==> src/rtl/sdac_pkg.sv <==
package sdac_pkg;
  typedef enum logic [2:0] {
    ST_PWR,
    ST_IDLE,
    ST_SETUP,
    ST_HIGH,
    ST_LOW,
    ST_HOLD,
    ST_GAP
  } sdac_state_e;

  function automatic int max4(input int a, input int b, input int c, input int d);
    int m;
    m = a;
    if (b > m) m = b;
    if (c > m) m = c;
    if (d > m) m = d;
    return m;
  endfunction
endpackage

==> src/rtl/sdac_holdoff.sv <==
module sdac_holdoff #(
  parameter int CYC = 1000
) (
  input  logic clk_i,
  input  logic rst_ni,
  output logic done_o
);
  localparam int CW = $clog2(CYC + 1);
  localparam logic [CW-1:0] LIMIT = CW'(CYC);

  logic [CW-1:0] cnt_q;

  always_ff @(posedge clk_i or negedge rst_ni) begin
    if (!rst_ni)              cnt_q <= '0;
    else if (cnt_q != LIMIT)  cnt_q <= cnt_q + 1'b1;
  end

  assign done_o = (cnt_q == LIMIT);

  assert_done_sticky_R2: assert property (@(posedge clk_i) disable iff (!rst_ni)
    done_o |=> done_o);
endmodule

==> src/rtl/sdac_interval.sv <==
module sdac_interval #(
  parameter int W = 4
) (
  input  logic         clk_i,
  input  logic         rst_ni,
  input  logic         load_i,
  input  logic [W-1:0] val_i,
  output logic         zero_o
);
  logic [W-1:0] cnt_q;

  always_ff @(posedge clk_i or negedge rst_ni) begin
    if (!rst_ni)           cnt_q <= '0;
    else if (load_i)       cnt_q <= val_i;
    else if (cnt_q != '0)  cnt_q <= cnt_q - 1'b1;
  end

  assign zero_o = (cnt_q == '0);
endmodule

==> src/rtl/sdac_shreg.sv <==
module sdac_shreg #(
  parameter int W = 16
) (
  input  logic         clk_i,
  input  logic         rst_ni,
  input  logic         load_i,
  input  logic         shift_i,
  input  logic [W-1:0] data_i,
  output logic         msb_o
);
  logic [W-1:0] sr_q;

  always_ff @(posedge clk_i or negedge rst_ni) begin
    if (!rst_ni)       sr_q <= '0;
    else if (load_i)   sr_q <= data_i;
    else if (shift_i)  sr_q <= {sr_q[W-2:0], 1'b0};
  end

  assign msb_o = sr_q[W-1];

  assert_load_shift_excl_R4: assert property (@(posedge clk_i) disable iff (!rst_ni)
    !(load_i && shift_i));
endmodule

==> src/rtl/sdac_writer.sv <==
module sdac_writer
  import sdac_pkg::*;
#(
  parameter int DATA_W    = 16,
  parameter int WAIT_CYC  = 1000,
  parameter int SETUP_CYC = 3,
  parameter int HALF_CYC  = 3,
  parameter int HOLD_CYC  = 3,
  parameter int GAP_CYC   = 3
) (
  input  logic              clk_i,
  input  logic              rst_ni,
  input  logic              valid_i,
  input  logic [DATA_W-1:0] code_i,
  output logic              ready_o,
  output logic              busy_o,
  output logic              cs_n_o,
  output logic              sclk_o,
  output logic              sdo_o
);
  localparam int MAX_C = max4(SETUP_CYC, HALF_CYC, HOLD_CYC, GAP_CYC);
  localparam int TW    = $clog2(MAX_C + 1);
  localparam int BW    = (DATA_W > 2) ? $clog2(DATA_W) : 1;
  localparam logic [TW-1:0] T_SETUP = TW'(SETUP_CYC - 1);
  localparam logic [TW-1:0] T_HALF  = TW'(HALF_CYC - 1);
  localparam logic [TW-1:0] T_HOLD  = TW'(HOLD_CYC - 1);
  localparam logic [TW-1:0] T_GAP   = TW'(GAP_CYC - 1);
  localparam logic [BW-1:0] LAST_BIT = BW'(DATA_W - 1);

  sdac_state_e   state_q, state_d;
  logic          cs_q, cs_d, sclk_q, sclk_d;
  logic [BW-1:0] bit_q, bit_d;
  logic          pwr_done, tmr_zero, tmr_load, sh_load, sh_shift;
  logic [TW-1:0] tmr_val;

  sdac_holdoff #(.CYC(WAIT_CYC)) u_holdoff (
    .clk_i  (clk_i),
    .rst_ni (rst_ni),
    .done_o (pwr_done)
  );

  sdac_interval #(.W(TW)) u_timer (
    .clk_i  (clk_i),
    .rst_ni (rst_ni),
    .load_i (tmr_load),
    .val_i  (tmr_val),
    .zero_o (tmr_zero)
  );

  sdac_shreg #(.W(DATA_W)) u_shreg (
    .clk_i   (clk_i),
    .rst_ni  (rst_ni),
    .load_i  (sh_load),
    .shift_i (sh_shift),
    .data_i  (code_i),
    .msb_o   (sdo_o)
  );

  always_comb begin
    state_d  = state_q;
    cs_d     = cs_q;
    sclk_d   = sclk_q;
    bit_d    = bit_q;
    tmr_load = 1'b0;
    tmr_val  = '0;
    sh_load  = 1'b0;
    sh_shift = 1'b0;
    unique case (state_q)
      ST_PWR:   if (pwr_done) state_d = ST_IDLE;
      ST_IDLE: begin
        if (valid_i) begin
          sh_load  = 1'b1;
          cs_d     = 1'b0;
          tmr_load = 1'b1;
          tmr_val  = T_SETUP;
          state_d  = ST_SETUP;
        end
      end
      ST_SETUP: begin
        if (tmr_zero) begin
          sclk_d   = 1'b1;
          bit_d    = LAST_BIT;
          tmr_load = 1'b1;
          tmr_val  = T_HALF;
          state_d  = ST_HIGH;
        end
      end
      ST_HIGH: begin
        if (tmr_zero) begin
          sclk_d   = 1'b0;
          tmr_load = 1'b1;
          if (bit_q == '0) begin
            tmr_val = T_HOLD;
            state_d = ST_HOLD;
          end else begin
            // next bit changes with the falling edge
            sh_shift = 1'b1;
            bit_d    = bit_q - 1'b1;
            tmr_val  = T_HALF;
            state_d  = ST_LOW;
          end
        end
      end
      ST_LOW: begin
        if (tmr_zero) begin
          sclk_d   = 1'b1;
          tmr_load = 1'b1;
          tmr_val  = T_HALF;
          state_d  = ST_HIGH;
        end
      end
      ST_HOLD: begin
        if (tmr_zero) begin
          cs_d     = 1'b1;
          tmr_load = 1'b1;
          tmr_val  = T_GAP;
          state_d  = ST_GAP;
        end
      end
      ST_GAP:   if (tmr_zero) state_d = ST_IDLE;
      default:  state_d = ST_PWR;
    endcase
  end

  always_ff @(posedge clk_i or negedge rst_ni) begin
    if (!rst_ni) begin
      state_q <= ST_PWR;
      cs_q    <= 1'b1;
      sclk_q  <= 1'b0;
      bit_q   <= '0;
    end else begin
      state_q <= state_d;
      cs_q    <= cs_d;
      sclk_q  <= sclk_d;
      bit_q   <= bit_d;
    end
  end

  assign cs_n_o  = cs_q;
  assign sclk_o  = sclk_q;
  assign ready_o = (state_q == ST_IDLE);
  assign busy_o  = (state_q != ST_IDLE) && (state_q != ST_PWR);

  assert_no_frame_in_wait_R2: assert property (@(posedge clk_i) disable iff (!rst_ni)
    !pwr_done |-> cs_n_o);

  assert_cs_fall_on_accept_R3: assert property (@(posedge clk_i) disable iff (!rst_ni)
    $fell(cs_n_o) |-> $past(valid_i && ready_o));

  assert_idle_clk_low_R8: assert property (@(posedge clk_i) disable iff (!rst_ni)
    cs_n_o |-> !sclk_o);

  assert_no_ready_in_frame_R9: assert property (@(posedge clk_i) disable iff (!rst_ni)
    !cs_n_o |-> !ready_o);

  assert_data_hold_high_R10: assert property (@(posedge clk_i) disable iff (!rst_ni)
    (sclk_o && $past(sclk_o)) |-> $stable(sdo_o));
endmodule

==> config.mk <==
export PLATFORM = sky130hd
export DESIGN_NAME = sdac_writer
export DESIGN_NICKNAME = d
export VERILOG_FILES = /design/src/rtl/sdac_pkg.sv /design/src/rtl/sdac_holdoff.sv /design/src/rtl/sdac_interval.sv /design/src/rtl/sdac_shreg.sv /design/src/rtl/sdac_writer.sv
export SDC_FILE = /design/constraint.sdc
export NUM_CORES = 1
export LEC_CHECK = 0
export ABC_AREA = 1
export ABC_CLOCK_PERIOD_IN_PS = 1700
export BUFFER_PORTS_ARGS = -buffer_cell sky130_fd_sc_hd__clkbuf_2
export CELL_PAD_IN_SITES_DETAIL_PLACEMENT = 0
export CELL_PAD_IN_SITES_GLOBAL_PLACEMENT = 1
export CORE_MARGIN = 2
export CORE_UTILIZATION = 43
export DETAILED_ROUTE_END_ITERATION = 16
export PLACE_DENSITY = 0.74
export SYNTH_ARGS = -nofsm -noshare
export SYNTH_HDL_FRONTEND = slang
export SYNTH_SLANG_ARGS = --single-unit
==> constraint.sdc <==
create_clock -name clk_i -period 1.7 [get_ports clk_i]
set_clock_uncertainty 0.15 [all_clocks]
set_input_delay 0.085 -clock clk_i [delete_from_list [all_inputs] [get_ports clk_i]]
set_output_delay 0.085 -clock clk_i [all_outputs]
set_load 0.05 [all_outputs]
==> results of run 1 <==
routing by layer:
layer / track usage / up-vias
met5: 0 / -
met2: 0.308 / 30
met3: 0.0412 / 7
li1: - / 896
met4: 0.0741 / 0
met1: 0.224 / 781
worst max-delay path by stage:
| stage | start | endpoint | slack (ps) | depth (start not counted) |
|---|---|---|---|---|
| after global routing | u_timer.cnt_q[0] | u_shreg.sr_q[1] | 2 | 7 |
| after detailed placement | state_q[1] | u_shreg.sr_q[13] | 100 | 6 |
| after global placement | state_q[0] | u_shreg.sr_q[15] | 90 | 7 |
| final | state_q[1] | ready_o | 100 | 4 |
| after CTS | state_q[0] | ready_o | 10 | 3 |
| after floorplan | state_q[2] | state_q[0] | 90 | 9 |
where the power goes:
group          total (mW)  internal (mW)  switching, mW
logic               0.104         0.0578         0.0465
registers           0.911          0.899         0.0116
clock network       0.600          0.284          0.316
registers in the layout, summed over array words and instances, names as in the netlist:
register,cells
sclk_o,1
bit_q,4
u_shreg.sr_q,16
state_q,3
u_timer.cnt_q,2
u_holdoff.cnt_q,10
cs_n_o,1
cells in the final DEF, fill, tap and decap left out:
cell type      count
nor2_4             3
buf_12             2
inv_4              1
dlygate4sd3_1     17
a21oi_1            3
nand3_2            4
o21ai_1            1
clkbuf_2          23
nor3_4             1
clkinv_2           2
xnor2_1            1
dfrtp_1           33
nor2_1             9
buf_4              6
dfstp_2            1
nand3_4            1
nand2_4            3
inv_1             22
o21ai_0            8
nor3_2             1
o2111ai_1          1
clkbuf_1           1
nand4_1            2
nand2_1           67
clkbuf_8           5
nand3b_1           2
dfrtp_2            3
nand3_1           54
inv_6              1
nor3_1             3
xor2_1             6
ha_1               5
inv_2              3
critical path: cells and delay by family (launching register included):
family | cells | cell delay, ps
simple gates | 2 | 200
flops | 1 | 500
buf+inv | 2 | 380
area by class of cell:
class / instances / area [µm²]
clock buffer: 6 / 72.6
clock inverter: 2 / 10.0
fill: 449 / 2160
inverter: 27 / 109
multi-input combinational: 175 / 942
sequential: 37 / 931
tap: 54 / 67.6
timing repair buffer: 48 / 370
kinds of logic after synthesis:
logic type / Yosys count
adders and majority gates: 5
and+or+nand+nor: 149
DFF: 37
AOI/OAI and AO/OA: 13
buffers and inverters: 36
xor gates and xnor gates: 7
stage by stage:
step,util,hold WS [ps],cell area [µm²]
6_report,0.537,139,2500
5_1_grt,0.537,165,2500
4_1_cts,0.534,142,2490
2_1_floorplan,-,-361,2060
3_5_place_dp,0.480,-75.6,2240
3_3_place_gp,0.480,-84.0,2240
repair_timing:
action | in CTS | in global routing
endpoints found under the hold margin | 53 | 0
setup endpoints to repair | 0 | 12
resized for setup | 0 | 3
hold buffers | 17 | 0
==> results.ini, run 1 <==
[critical_path]
critPathSlowestCell = dfrtp_2
worstPathRequired_ps = 1460
worstSetupPathType = flip-flop to primary output
slowest_delay_ps = 500
reg2reg_to = u_shreg.sr_q[1]
reg2reg_slack_ps = 110
reg2reg_from = u_timer.cnt_q[0]
cp-start-kind = flip-flop
cp-end-kind = primary output
critical_path_arrival_ps = 1360
reg2reg_depth = 7
cp_max_fo = 9
crit_path_cell_trace = inv_4 > nand2_4 > nor2_4 > clkbuf_2

[logic_synthesis]
async_flop_share = 1.00
synth_area_leaders = dfrtp_1 (44%), nand3_1 (13%), nand2_1 (12%), inv_1 (4.0%), buf_6 (3.8%)
netlist.top_cell.by_area = dfrtp_1
synth_xor_area_frac = 0.0297
synth_most_common_cell = nand2_1
synth_area_um2 = 2060
synth_compound_area_frac = 0.0334
muxShareOfSynthArea = 0
syn_nets = 271
yosys_warnings = 0
syn_inst = 247
yosysSeqAreaShare = 0.450
synth-seq-cells = 37
synth-edff-count = 0
synth_top_family_by_area = simple AND/OR/NAND/NOR gates
synthSimpleGateAreaFrac = 0.359
synth_ff_type = dfrtp_1
synth_top_area_frac = 0.437
syn_avg_cell_area_um2 = 8.35
ys_top_cells_by_count = nand2_1 (67), nand3_1 (54), dfrtp_1 (36), inv_1 (22), nor2_1 (9)
synth_cell_types = 27
synth-adder-area-share = 0.0303

[sta]
final-hold-violation-count = 0
setup_tns_ps = 0
tightest_slew_ps = 500
setup_viol = 0
rsz0062_at_grt = no
setup_ws_ps = 101
slew_viol_final = 0
max-slew-margin-rel = 0.667
period_minus_slack_ps = 1600
min_period_over_period = 0.941
fmax_mhz = 625

[route]
wl_met1_um = 1990
drc = 0
met3WireLength_um = 129
finalWirelength_um = 4290
dr_wl_met2_um = 2090
wire_per_inst_um = 12.3
vias = 1714
drtAntennaViolNets = 0
top_layer = met4
post_drt_via_cell_ratio = 4.91
first_pass_iters = 4
drt_iter0_markers = 79

[die]
die_area_um2 = 5370
coreArea_um2 = 4660
io_pins = 24
fp-row-count = 25
die_y_um = 73.3
initial_core_util = 0.442
dieWidth_um = 73.3

[clock_tree]
cts.clk_slew.worst_paths_ps = 80
cts_tree = built
clockBufferDepth = 2
postCtsSetupRepairBufs = 0
clock-sinks = 37
insertion_delay_ps = 290
cts_buffers = 5
root_buffer = clkbuf_8
htree_levels = 2

[flow_run]
drv_cap = 0

[power_and_ir_drop]
finalPower_mw = 1.61
leakagePower_nw = 1.29
power_density_nw_per_um2 = 645
ir_drop_uv = 339

[layout]
fin_nets = 318
syn_to_final_growth_pct = 21.4
drive_above_1_share = 0.203
finalNonFillerCells = 349
num_antenna_cells = 0

[global_route]
antenna_found_initial = 0
grt_pass1_vias = 1662
grt_first_pass_wirelength_um = 7450
overflow = 0
track_usage = 0.183
grt_max_degree = 36

[place]
portBuffers = 23
placed_cells = 323
dp_slack_ps = 104
routabilityCongestion = 0.848
hpwl_um = 2970

[worst_hold_path]
hold_path_class = primary input to asynchronous set/reset pin

[outcome]
status = finished, final reports clean

(Power assumes the default switching activity.)
==> inputs of run 2 (changes only) <==
- ABC_AREA: 1 -> default
- CORE_UTILIZATION: 43 -> 44
==> results.ini, run 2 <==
[global_route]
track_usage = 0.184  ; +0.00189
grt_pass1_vias = 1779  ; +7.0%
grt_max_degree = 38  ; +5.6%
antenna_found_initial = 0  ; unchanged
overflow = 0  ; unchanged
grt_first_pass_wirelength_um = 7600  ; +2.0%

[logic_synthesis]
synth_cell_types = 47  ; +74%
syn_inst = 208  ; -16%
syn_nets = 232  ; -14%
netlist.top_cell.by_area = dfrtp_1
syn_avg_cell_area_um2 = 9.66  ; +16%
synth_top_area_frac = 0.448  ; +0.0114
yosys_warnings = 0  ; unchanged
synth_most_common_cell = nand2_1
synth_ff_type = dfrtp_1
synth_area_leaders = dfrtp_1 (45%), nand2_1 (7.5%), o211ai_2 (5.6%), nand3_1 (5.0%), ha_1 (3.1%)
yosysSeqAreaShare = 0.461  ; +0.0118
synth-edff-count = 0  ; unchanged
ys_top_cells_by_count = nand2_1 (40), dfrtp_1 (36), nand3_1 (20), inv_1 (10), o211ai_2 (9)
async_flop_share = 1.00  ; unchanged
synth_area_um2 = 2010  ; -2.5%
synth-seq-cells = 37  ; unchanged

[critical_path]
critical_path_arrival_ps = 1740  ; +380 ps
critPathSlowestCell = or3b_4
path_delay_family = simple AND/OR/NAND/NOR gates
worstPathRequired_ps = 1710  ; +250 ps
reg2reg_slack_ps = -20  ; -130 ps
cp_max_fo = 5  ; -4
crit_path_cell_trace = inv_2 > ha_4 > or3b_4 > and2_4 > o311a_1
cp-start-kind = flip-flop
path_buf_inv = 1  ; -1
cp-end-kind = flip-flop
slowest_delay_ps = 410  ; -90 ps
worstSetupPathType = flip-flop to flip-flop

[place]
portBuffers = 23  ; unchanged
dp_slack_ps = -39.6  ; -144 ps
hpwl_um = 3000  ; +1.0%
routabilityCongestion = 0.810  ; -4.4%
postPlaceCellArea_um2 = 2260  ; +1.3%

[route]
finalWirelength_um = 4480  ; +4.3%
drc = 0  ; unchanged
vias = 1707  ; -0.41%
post_drt_via_cell_ratio = 5.40  ; +10%
drtAntennaViolNets = 0  ; unchanged
wire_per_inst_um = 14.2  ; +15%
first_pass_iters = 5  ; +1
drt_iter0_markers = 93  ; +18%

[worst_hold_path]
hold_path_class = primary input to asynchronous set/reset pin

[layout]
fillers = 386  ; -14%
syn_to_final_growth_pct = 30.4
final_common_cell = nand2_1
final_cell_area_um2 = 2620  ; +4.7%
largestRegisters = u_shreg.sr_q x16, u_holdoff.cnt_q x10, bit_q x4
final_cell_mix = nand2_1 (40), dfrtp_1 (34), clkbuf_2 (22)
fin_nets = 287  ; -9.7%
num_antenna_cells = 0  ; unchanged
drive_above_1_share = 0.307  ; +0.103
largest_reg_flops = 16  ; unchanged
largest-register = u_shreg.sr_q

[power_and_ir_drop]
power_density_nw_per_um2 = 1420  ; +120%
ir_drop_uv = 500  ; +47%
leakagePower_nw = 1.20  ; -6.6%

[die]
coreArea_um2 = 4380  ; -5.9%
fp-row-count = 24  ; -4.0%
dieWidth_um = 71.6  ; -2.3%
die_y_um = 71.6  ; -2.3%
io_pins = 24  ; unchanged
initial_core_util = 0.458  ; +0.0159
die_area_um2 = 5120  ; -4.5%

[clock_tree]
cts.clk_slew.worst_paths_ps = 70  ; about the same
htree_levels = 2  ; unchanged
clockBufferDepth = 2  ; unchanged
cts_buffers = 5  ; unchanged
clock-sinks = 37  ; unchanged
insertion_delay_ps = 280  ; about the same
root_buffer = clkbuf_8
cts_tree = built

[sta]
min_period_over_period = 1.01  ; +0.0733
slew_viol_final = 0  ; unchanged
setup_viol = 1  ; +1
setup_ws_ps = -24.0  ; -125 ps
max-slew-margin-rel = 0.676  ; +0.00891
setup_tns_ps = -24.0  ; -24.0 ps
whs_ps = 233  ; +93.1 ps
fmax_mhz = 580  ; -7.2%
rsz0062_at_grt = yes
tightest_slew_ps = 487  ; -13.4 ps
period_minus_slack_ps = 1720  ; +125 ps
final-hold-violation-count = 0  ; unchanged

[outcome]
status = finished with violations
violations = setup timing

[flow_run]
drv_cap = 0  ; unchanged

run 2: cell count changes after synthesis, sizes merged, moves of 3 or more:
cell / change
nor3b: +4
clkbuf: +3
inv: -17
o211ai: +15
o21ai: -5
nand2: -30
nor2: -5
xnor2: +3
nand3: -38
run 2: cells by family (layout without fill, tap and decap cells):
| kind of cell | Yosys count | in the layout | share of synthesized area |
|---|---|---|---|
| flops | 37 | 37 | 0.461 |
| xor+xnor | 10 | 10 | 0.0436 |
| buf+inv | 24 | 79 | 0.0567 |
| mux | 2 | 2 | 0.0106 |
| simple gates | 92 | 93 | 0.232 |
| fa+ha+maj | 6 | 6 | 0.0361 |
| compound gates | 37 | 37 | 0.159 |
run 2: worst reg2reg max path, cell delays in order, from the launching register on:
cell	delay, ps
dfrtp_1	390
inv_2	90
ha_4	130
or3b_4	410
and2_4	150
o311a_1	280
run 2: report_power, final:
group	total, mW	internal [mW]	switching (mW)
logic	1.70	0.775	0.928
registers	1.36	1.17	0.196
clock network	0.670	0.366	0.304
total	3.74	2.31	1.43
run 2: final timing paths:
kind	to	start	depth (start not counted)
min reg2reg	u_holdoff.cnt_q[8]	u_holdoff.cnt_q[8]	1
max in group asynchronous	state_q[1]	rst_ni	3
min in group clk_i	u_holdoff.cnt_q[8]	u_holdoff.cnt_q[8]	1
max reg2reg	bit_q[3]	bit_q[0]	5
max	bit_q[3]	bit_q[0]	5
min	u_timer.cnt_q[1]	rst_ni	3
run 2: area by class of cell:
cell class,count,area [µm²],share of cell area
Clock buffer,7,96.3,0.0368
Clock inverter,1,5.00,0.00191
Inverter,10,37.5,0.0143
Multi-Input combinational cell,148,1020,0.391
Sequential cell,37,930,0.355
Tap cell,52,65.1,0.0248
Timing Repair Buffer,61,463,0.177
run 2: stage by stage:
step | power [mW] | std cells | util
floorplan | 2.52 | 208 | -
global placement | 2.84 | 286 | 0.517
detailed placement | 2.93 | 286 | 0.517
CTS | 3.69 | 315 | 0.588
global route | 4.00 | 316 | 0.598
finish | 3.74 | 316 | 0.598
run 2: per-layer routing:
metal  track usage  routed length, µm  vias to the layer above
met2         0.324               2300                       23
met4        0.0566                 13                        0
li1              -                  -                      841
met3        0.0464                148                        2
met5             0                  0                        -
met1         0.222               2020                      841
run 2: timing repair:
action                                 in CTS  in global routing
gates resized for setup                     3                 14
setup buffers                               2                  1
endpoints found under the hold margin      53                  0
hold buffers                               18                  0
gates cloned                                1                  0
setup endpoints to repair                   8                 21
pin swaps                                   1                  7
==> inputs of run 3 (changes only) <==
- GPL_ROUTABILITY_DRIVEN: default -> 0
- RECOVER_POWER: default -> 50
==> results.ini, run 3 (synthesis results as in run 2) <==
[worst_hold_path]
hold_path_class = flip-flop to flip-flop
hold_end = u_holdoff.cnt_q[8]
min_from = u_holdoff.cnt_q[8]
holdPathStages = 1

[critical_path]
critPathSlowestCell = or3b_4
crit_path_cell_trace = inv_2 > ha_4 > or3b_4 > and2_4 > o311a_1
cp_max_fo = 5  ; unchanged
reg2reg_depth = 5  ; unchanged
worstPathRequired_ps = 1710  ; about the same
path_buf_inv = 1  ; unchanged
cp-start-kind = flip-flop
path_delay_family = simple AND/OR/NAND/NOR gates
reg2reg_slack_ps = -20  ; about the same
slowest_delay_ps = 410  ; about the same
reg2reg_from = bit_q[0]
reg2reg_to = bit_q[3]
critical_path_arrival_ps = 1740  ; about the same
crit_cells = 5  ; unchanged
worstSetupPathType = flip-flop to flip-flop
cp-end-kind = flip-flop

[layout]
num_antenna_cells = 0  ; unchanged
syn_to_final_growth_pct = 30.3  ; about the same
largest-register = u_shreg.sr_q
final_common_cell = nand2_1
fin_nets = 287  ; unchanged
largest_reg_flops = 16  ; unchanged
largestRegisters = u_shreg.sr_q x16, u_holdoff.cnt_q x10, bit_q x4
drive_above_1_share = 0.307  ; unchanged
final_cell_mix = nand2_1 (40), dfrtp_1 (34), clkbuf_2 (23)
final_cell_area_um2 = 2620  ; about the same

[route]
vias = 1707  ; unchanged
first_pass_iters = 5  ; unchanged
post_drt_via_cell_ratio = 5.40  ; unchanged
drtAntennaViolNets = 0  ; unchanged
drt_iter0_markers = 93  ; unchanged
wire_per_inst_um = 14.2  ; about the same
finalWirelength_um = 4480  ; about the same
drc = 0  ; unchanged

[global_route]
track_usage = 0.184  ; unchanged
grt_max_degree = 38  ; unchanged
grt_first_pass_wirelength_um = 7600  ; unchanged
grt_pass1_vias = 1779  ; unchanged
overflow = 0  ; unchanged
antenna_found_initial = 0  ; unchanged

[place]
dp_slack_ps = -39.6  ; unchanged
hpwl_um = 3000  ; unchanged
postPlaceCellArea_um2 = 2260  ; unchanged
portBuffers = 23  ; unchanged

[power_and_ir_drop]
seqPwrFrac = 0.365  ; about the same
power_switching_mw = 1.43  ; about the same
power_density_nw_per_um2 = 1430  ; about the same
p_comb_frac = 0.456  ; about the same
finalPower_mw = 3.73  ; about the same
leakagePower_nw = 1.20  ; about the same
ir_drop_uv = 500  ; about the same
internal_power_mw = 2.31  ; about the same
clkPwrFrac = 0.179  ; about the same
sw_frac_of_total = 0.382  ; about the same

[sta]
max-slew-margin-rel = 0.373  ; -0.303
setup_tns_ps = -24.0  ; unchanged
rsz0062_at_grt = yes
tightest_slew_ps = 941  ; +454 ps
period_minus_slack_ps = 1720  ; unchanged
whs_ps = 314  ; +81.1 ps
setup_ws_ps = -24.0  ; unchanged
fmax_mhz = 580  ; unchanged
setup_viol = 1  ; unchanged
slew_viol_final = 0  ; unchanged
final-hold-violation-count = 0  ; unchanged
min_period_over_period = 1.01  ; unchanged

[clock_tree]
root_buffer = clkbuf_8
cts_buffers = 5  ; unchanged
clockBufferDepth = 2  ; unchanged
htree_levels = 2  ; unchanged
cts.clk_slew.worst_paths_ps = 70  ; about the same
clock-sinks = 37  ; unchanged
insertion_delay_ps = 280  ; about the same
cts_tree = built

[outcome]
status = finished with violations
violations = setup timing

[die]
io_pins = 24  ; unchanged
fp-row-count = 24  ; unchanged
initial_core_util = 0.458  ; unchanged
die_y_um = 71.6  ; unchanged
coreArea_um2 = 4380  ; unchanged
dieWidth_um = 71.6  ; unchanged
die_area_um2 = 5120  ; unchanged

[flow_run]
drv_cap = 0  ; unchanged

run 3: worst max-delay path by stage:
| stage | from | end | slack, ps |
|---|---|---|---|
| after CTS | bit_q[1] | bit_q[3] | -20 |
| after global placement | bit_q[1] | bit_q[3] | 20 |
| after global routing | bit_q[1] | bit_q[3] | -80 |
| after floorplan | bit_q[0] | u_shreg.sr_q[10] | -10 |
| after detailed placement | bit_q[1] | bit_q[3] | -40 |
| final | bit_q[0] | bit_q[3] | -20 |
run 3: layout make-up:
cell class | instances | area [µm²]
multi-input cells | 148 | 1020
inverters | 10 | 37.5
fillers | 387 | 1770
clock inverters | 1 | 5.00
clock buffers | 7 | 96.3
well taps | 52 | 65.1
repair buffers | 61 | 460
flip-flops and latches | 37 | 930
run 3: stage by stage:
step                instances   util
global placement          286  0.517
floorplan                 208      -
CTS                       315  0.588
detailed placement        286  0.517
global route              316  0.597
finish                    316  0.597
run 3: power by group through the flow:
stage                     clock, mW  combinational [mW]  sequential (mW)
after floorplan                   0                1.11             1.41
after global placement            0                1.49             1.34
after detailed placement          0                1.57             1.36
after CTS                     0.703                1.63             1.35
after global routing          0.734                1.87             1.40
final                         0.670                1.70             1.36
run 3: what timing repair did:
item	in CTS	in global routing
endpoints found under the setup margin	8	21
gates cloned	1	0
hold endpoints to repair	53	0
gates resized for setup	3	14
pin swaps	1	7
hold buffers	18	0
buffers inserted	2	1
run 3: layer usage:
| layer | vias to the layer above | global-route usage | share of wire |
|---|---|---|---|
| li1 | 841 | - | - |
| met1 | 841 | 0.222 | 0.45 |
| met2 | 23 | 0.324 | 0.51 |
| met3 | 2 | 0.0464 | 0.033 |
| met4 | 0 | 0.0566 | 0.0029 |
| met5 | - | 0 | 0 |
